## src/rtl/dac_cmd_pkg.sv

```systemverilog
package dac_cmd_pkg;
    localparam int WORD_W  = 24;
    localparam int CODE_W  = 14;
    localparam int PWR_W   = 2;
    // field positions inside the command word
    localparam int ADDR_HI = 23;
    localparam int ADDR_LO = 22;
    localparam int LD_HI   = 21;
    localparam int LD_LO   = 20;
    localparam int SEL_HI  = 18;
    localparam int SEL_LO  = 17;
    localparam int PD_BIT  = 16;
    localparam int MODE_HI = 15;
    localparam int MODE_LO = 14;
    localparam int CODE_HI = 15;
    localparam int CODE_LO = CODE_HI - CODE_W + 1;

    typedef enum logic [1:0] {
        RX_IDLE,
        RX_SHIFT,
        RX_OVER,
        RX_COMMIT
    } rx_state_e;
endpackage

```

## src/rtl/dac_frame_rx.sv

```systemverilog
module dac_frame_rx
    import dac_cmd_pkg::*;
#(
    parameter int W = WORD_W
) (
    input  logic         clk,
    input  logic         rst_n,
    input  logic         frm_n,
    input  logic         bit_en,
    input  logic         bit_in,
    output logic         word_vld,
    output logic [W-1:0] word
);
    localparam int CNT_W = $clog2(W + 1);
    localparam logic [CNT_W-1:0] FULL = CNT_W'(W);

    rx_state_e        st_q, st_d;
    logic [CNT_W-1:0] cnt_q;
    logic [W-1:0]     sh_q;
    logic             take;

    assign take = bit_en && !frm_n && (st_q == RX_IDLE || st_q == RX_SHIFT);

    always_comb begin
        st_d = st_q;
        unique case (st_q)
            RX_IDLE:   if (!frm_n) st_d = RX_SHIFT;
            RX_SHIFT: begin
                if (frm_n)                     st_d = (cnt_q == FULL) ? RX_COMMIT : RX_IDLE;
                else if (take && cnt_q == FULL) st_d = RX_OVER;
            end
            RX_OVER:   if (frm_n) st_d = RX_IDLE;
            RX_COMMIT: st_d = RX_IDLE;
        endcase
    end

    always_ff @(posedge clk or negedge rst_n) begin
        if (!rst_n) begin
            st_q  <= RX_IDLE;
            cnt_q <= '0;
            sh_q  <= '0;
        end else begin
            st_q <= st_d;
            if (st_q == RX_IDLE)              cnt_q <= take ? CNT_W'(1) : '0;
            else if (take && cnt_q != FULL)   cnt_q <= cnt_q + 1'b1;
            if (take) sh_q <= {sh_q[W-2:0], bit_in};
        end
    end

    always_comb begin
        word_vld = (st_q == RX_COMMIT);
        word     = sh_q;
    end

    AST_FRAME_LEN: assert property (@(posedge clk) disable iff (!rst_n)
        word_vld |-> ($past(st_q) == RX_SHIFT && $past(cnt_q) == FULL && $past(frm_n)));
    AST_COMMIT_PULSE: assert property (@(posedge clk) disable iff (!rst_n)
        word_vld |=> !word_vld);
endmodule

```

## src/rtl/dac_chan_slot.sv

```systemverilog
module dac_chan_slot
    import dac_cmd_pkg::*;
(
    input  logic              clk,
    input  logic              rst_n,
    input  logic              wr_code,
    input  logic              wr_pwr,
    input  logic [CODE_W-1:0] new_code,
    input  logic [PWR_W-1:0]  new_pwr,
    input  logic              load,
    output logic [CODE_W-1:0] act_code,
    output logic [PWR_W-1:0]  act_pwr,
    output logic              upd
);
    logic [CODE_W-1:0] buf_code_q, buf_code_d;
    logic [PWR_W-1:0]  buf_pwr_q,  buf_pwr_d;

    always_comb begin
        buf_code_d = wr_code ? new_code : buf_code_q;
        buf_pwr_d  = wr_pwr  ? new_pwr  : buf_pwr_q;
    end

    always_ff @(posedge clk or negedge rst_n) begin
        if (!rst_n) begin
            buf_code_q <= '0;
            buf_pwr_q  <= '0;
            act_code   <= '0;
            act_pwr    <= '0;
            upd        <= 1'b0;
        end else begin
            buf_code_q <= buf_code_d;
            buf_pwr_q  <= buf_pwr_d;
            upd        <= load;
            if (load) begin
                act_code <= buf_code_d;
                act_pwr  <= buf_pwr_d;
            end
        end
    end

    AST_ACT_HOLD: assert property (@(posedge clk) disable iff (!rst_n)
        !upd |-> ($stable(act_code) && $stable(act_pwr)));
    AST_STROBE_ONCE: assert property (@(posedge clk) disable iff (!rst_n)
        (upd && !load) |=> !upd);
endmodule

```

## src/rtl/dac_cmd_decoder.sv

```systemverilog
module dac_cmd_decoder
    import dac_cmd_pkg::*;
#(
    parameter int N_CH = 4
) (
    input  logic                    clk,
    input  logic                    rst_n,
    input  logic [1:0]              addr_strap_i,
    input  logic                    frm_n_i,
    input  logic                    bit_en_i,
    input  logic                    bit_i,
    output logic [N_CH*CODE_W-1:0]  code_o,
    output logic [N_CH*PWR_W-1:0]   pwr_o,
    output logic [N_CH-1:0]         upd_o
);
    localparam int SEL_W = $clog2(N_CH);

    logic              word_vld;
    logic [WORD_W-1:0] word;
    logic              commit, is_pd;
    logic [1:0]        ld;
    logic [SEL_W-1:0]  sel;
    logic [CODE_W-1:0] w_code;
    logic [PWR_W-1:0]  w_mode;

    dac_frame_rx #(.W(WORD_W)) u_rx (
        .clk      (clk),
        .rst_n    (rst_n),
        .frm_n    (frm_n_i),
        .bit_en   (bit_en_i),
        .bit_in   (bit_i),
        .word_vld (word_vld),
        .word     (word)
    );

    always_comb begin
        commit = word_vld && (word[ADDR_HI:ADDR_LO] == addr_strap_i);
        ld     = word[LD_HI:LD_LO];
        sel    = word[SEL_HI:SEL_LO];
        is_pd  = word[PD_BIT];
        w_code = word[CODE_HI:CODE_LO];
        w_mode = word[MODE_HI:MODE_LO];
    end

    for (genvar g = 0; g < N_CH; g++) begin : g_ch
        logic hit;
        assign hit = commit && (sel == SEL_W'(g));
        dac_chan_slot u_slot (
            .clk      (clk),
            .rst_n    (rst_n),
            .wr_code  (hit && !is_pd),
            .wr_pwr   (hit),
            .new_code (w_code),
            .new_pwr  (is_pd ? w_mode : '0),
            .load     (commit && (ld[1] || (ld[0] && sel == SEL_W'(g)))),
            .act_code (code_o[g*CODE_W +: CODE_W]),
            .act_pwr  (pwr_o[g*PWR_W +: PWR_W]),
            .upd      (upd_o[g])
        );
    end

    AST_ADDR_SKIP: assert property (@(posedge clk) disable iff (!rst_n)
        (word_vld && word[ADDR_HI:ADDR_LO] != addr_strap_i) |=> (upd_o == '0));
    AST_BUF_ONLY: assert property (@(posedge clk) disable iff (!rst_n)
        (commit && ld == 2'b00) |=> (upd_o == '0));
    AST_ONE_LOAD: assert property (@(posedge clk) disable iff (!rst_n)
        (commit && ld == 2'b01) |=> ($countones(upd_o) == 1));
    AST_ALL_LOAD: assert property (@(posedge clk) disable iff (!rst_n)
        (commit && ld[1]) |=> (upd_o == '1));
    AST_IDLE_QUIET: assert property (@(posedge clk) disable iff (!rst_n)
        !word_vld |=> (upd_o == '0));
endmodule

```

## config.mk

```make
export PLATFORM = sky130hd
export DESIGN_NAME = dac_cmd_decoder
export DESIGN_NICKNAME = d
export VERILOG_FILES = /design/src/rtl/dac_cmd_pkg.sv /design/src/rtl/dac_frame_rx.sv /design/src/rtl/dac_chan_slot.sv /design/src/rtl/dac_cmd_decoder.sv
export SDC_FILE = /design/constraint.sdc
export NUM_CORES = 1
export LEC_CHECK = 0
export ABC_CLOCK_PERIOD_IN_PS = 2970
export BUFFER_PORTS_ARGS = -buffer_cell sky130_fd_sc_hd__buf_2
export CORE_ASPECT_RATIO = 1.75
export CORE_UTILIZATION = 39
export CTS_CLUSTER_DIAMETER = 60
export DETAILED_ROUTE_END_ITERATION = 8
export GPL_TIMING_DRIVEN = 0
export SYNTH_ARGS = -nofsm -noshare
export SYNTH_HDL_FRONTEND = slang
export SYNTH_SLANG_ARGS = --single-unit
```

## constraint.sdc

```tcl
create_clock -name clk -period 2.97 [get_ports clk]
set_input_delay 0.594 -clock clk [delete_from_list [all_inputs] [get_ports clk]]
set_output_delay 0.594 -clock clk [all_outputs]
set_load 0.005 [all_outputs]
```

==> metrics.md <==
| Metric | Value |
|---|---|
| Die H | `183 um` |
| Critical Path Fanout Max | `10` |
| Slowest-stage cell, CP | `nor4b_2` |
| Seq cells post-synth | `163` |
| ANT cells | `0` |
| Average wire per standard cell | `18.3 um` |
| Critical path startpoint category | `register` |
| Outcome | `completed` |
| Arr. time, crit path | `2.96 ns` |
| Placed insts | `800` |
| Worst Hold Class | `input pin to asynchronous set/reset pin` |
| Post-route cell area | `8620 um2` |
| Non-Filler Instances | `832` |
| Final hold violation count | `0` |
| Largest net degree at the start of global routing | `86` |
| Period utilization | `0.894` |
| Slowest stage delay, CP | `0.73 ns` |
| Vias in the first global route | `4507` |
| H-tree levels | `4` |
| Syn_nets | `500` |
| Initial drt markers | `146` |
| Post-synth EDFFs | `0` |
| Final worst slack | `0.313 ns` |
| Post-synth top cells | `mux2_2 (214), dfrtp_1 (163), buf_1 (15)` |
| YS warnings | `0` |
| Initial antenna violation count | `0` |
| Synth top area share | `0.558` |
| Initial core utilization | `0.401` |
| First-pass GRT wire length | `24800 um` |
| Post-Syn Area | `7310 um2` |
| Post-Route Utilization | `0.473` |
| Share of layout cells above drive strength 1 | `0.592` |
| Ranking of synthesized cells by area | `dfrtp_1 (56%), mux2_2 (33%), a2111oi_4 (1.1%)` |
| CTS root buf | `clkbuf_16` |
| Area delta synth->final | `17.9%` |
| Pre-antenna DRT Iters | `4` |
| Postcts setup bufs | `0` |
| Worst VDD drop | `0.000325 V` |
| CP Buf/Inv Count | `2` |
| Most used cell, CP | `buf_2` |
| GRT Total Usage | `0.171` |
| # hold bufs at CTS | `0` |
| Unique masters post-synth | `42` |
| Die area | `19300 um2` |
| Overflow left after global routing | `0` |
| Post-Place Setup Slack | `0.136 ns` |
| Routed WL | `15200 um` |
| Sink Count | `163` |
| Cell Chain, Critical Path | `buf_2 -> nor3_2 -> nor4b_2 -> buf_2 -> mux2_2` |
| Worst skew pair latency | `0.43 ns` |
| DIE WIDTH | `105 um` |
| Critical Path Sink Type | `register` |
| Count leader, synth | `mux2_2` |
| Setup TNS | `0 ns` |
| HPWL Detailed | `10800 um` |
| Drc violations | `0` |
| CP required | `3.28 ns` |
| Peak Freq | `0.376 GHz` |
| PortBufs | `74` |
| Setup-failing EPs final | `0` |
| Top FF cell, synth | `dfrtp_1` |
| Max-slew violation count | `0` |
| CTS clk-pin slew, worst paths | `0.07 ns` |
| Post-Synthesis Cells | `491` |
| PostCTS Resize Cnt | `0` |
| Pwr dens | `617 nW/um2` |
| Final min period | `2.66 ns` |
| Mean Syn Cell Area | `14.9 um2` |
| I/O pin count | `75` |
| Gpl congestion | `0.765` |
| Most area-hungry cell type in the Yosys netlist | `dfrtp_1` |
| Avg Vias per Cell | `5.02` |
| Cell Rows | `65` |
| Final nets | `594` |
| Longest Clk Path Bufs | `2` |
| CP top delay family | `simple AND/OR/NAND/NOR gates` |
| Post-DP Area | `8010 um2` |
| Worst-Margin Slew | `0.925 ns` |
| Asr flop ratio synth | `1.00` |
| Slew headroom | `0.384` |
| Sequential share of the synthesized area | `0.558` |
| Antenna Violating Nets Remaining | `0` |
| Via count | `4174` |
| Core area | `18200 um2` |
| CTS tree | `yes` |
| Fin Clk Skew | `0.0115 ns` |
| CP Class | `register to register` |
| TritonCTS Buffers | `17` |
| Pleak | `0.00436 uW` |
| RSZ-0062 raised after global routing | `false` |
| Max-cap violation count | `0` |
==> cells by family after synthesis <==
group	count (synthesis)	synth area share
XOR/XNOR	2	0.00240
adder cells (fa/ha/maj)	2	0.00342
multiplexers	214	0.330
flip-flops	163	0.558
AO/OA/AOI/OAI	20	0.0252
AND/OR/NAND/NOR	41	0.0486
buffers and inverters	49	0.0329
==> cell type report <==
cell class | count | area [um2]
sequential | 163 | 4080
clock inverter | 14 | 169
inverter | 8 | 30.0
clock buffer | 18 | 439
buffer | 41 | 210
multi-input combinational | 279 | 2990
timing repair buffer | 75 | 404
fill | 1654 | 9600
tap | 234 | 293
==> per-stage QoR <==
stage	hold WS, ns	power (uW)
3_3_place_gp	0.483	3110
6_report	0.220	5320
3_5_place_dp	0.491	3140
4_1_cts	0.234	5380
5_1_grt	0.271	5560
2_1_floorplan	0.298	2880
==> placed cells by master (no fill, tap or decap), drive strengths merged, types with 2 or more instances in the layout <==
cell | synthesis | routed
nand4b | 2 | 2
xor2 | 2 | 2
nor4b | 4 | 4
clkbuf | 8 | 26
nand2 | 5 | 5
a31o | 2 | 2
dfrtp | 163 | 163
ha | 2 | 2
nand3 | 2 | 2
clkinv | 0 | 6
mux2 | 214 | 214
o22ai | 2 | 2
inv | 8 | 13
a21oi | 4 | 4
o21ai | 6 | 6
a2111oi | 3 | 3
bufinv | 0 | 2
nor2b | 3 | 3
or3b | 2 | 2
nor3b | 3 | 3
nand4 | 2 | 2
nand3b | 3 | 3
and2 | 2 | 2
nor4 | 5 | 5
buf | 33 | 108
==> power breakdown <==
| part | switching [uW] | total [uW] | internal [uW] |
|---|---|---|---|
| Clock | 950 | 2240 | 1290 |
| Sequential | 32.5 | 2350 | 2320 |
| Combinational | 449 | 727 | 278 |
| Total | 1430 | 5320 | 3890 |
==> metal layers <==
layer / routed length [um] / track usage / up-vias
met1: 5970 / 0.193 / 2142
met3: 376 / 0.0330 / 20
met4: 368 / 0.0717 / 0
met5: 0 / 0 / -
li1: - / - / 1942
met2: 8480 / 0.310 / 70
==> flip-flops by register name (all words and copies together), names as in the netlist <==
signal / cells
u_rx.word: 24
g_ch.u_slot.buf_code_q: 56
g_ch.u_slot.buf_pwr_q: 8
g_ch.u_slot.act_code: 56
u_rx.st_q: 2
u_rx.cnt_q: 5
g_ch.u_slot.upd: 4
g_ch.u_slot.act_pwr: 8
==> final timing paths <==
check	to	startpoint	slack (ns)	cells past startpoint
worst min register to register	u_rx.word[1]	u_rx.word[0]	0.50	1
worst max register to register	g_ch[0].u_slot.buf_code_q[11]	u_rx.word[16]	0.31	5
min in group clk	u_rx.word[0]	bit_i	0.41	2
worst max-delay path	g_ch[0].u_slot.buf_code_q[11]	u_rx.word[16]	0.31	5
worst min-delay path	u_rx.word[2]	rst_n	0.22	1
max in group asynchronous	g_ch[0].u_slot.buf_code_q[12]	rst_n	1.87	2
Note: power is estimated with default switching activity, not from simulation.
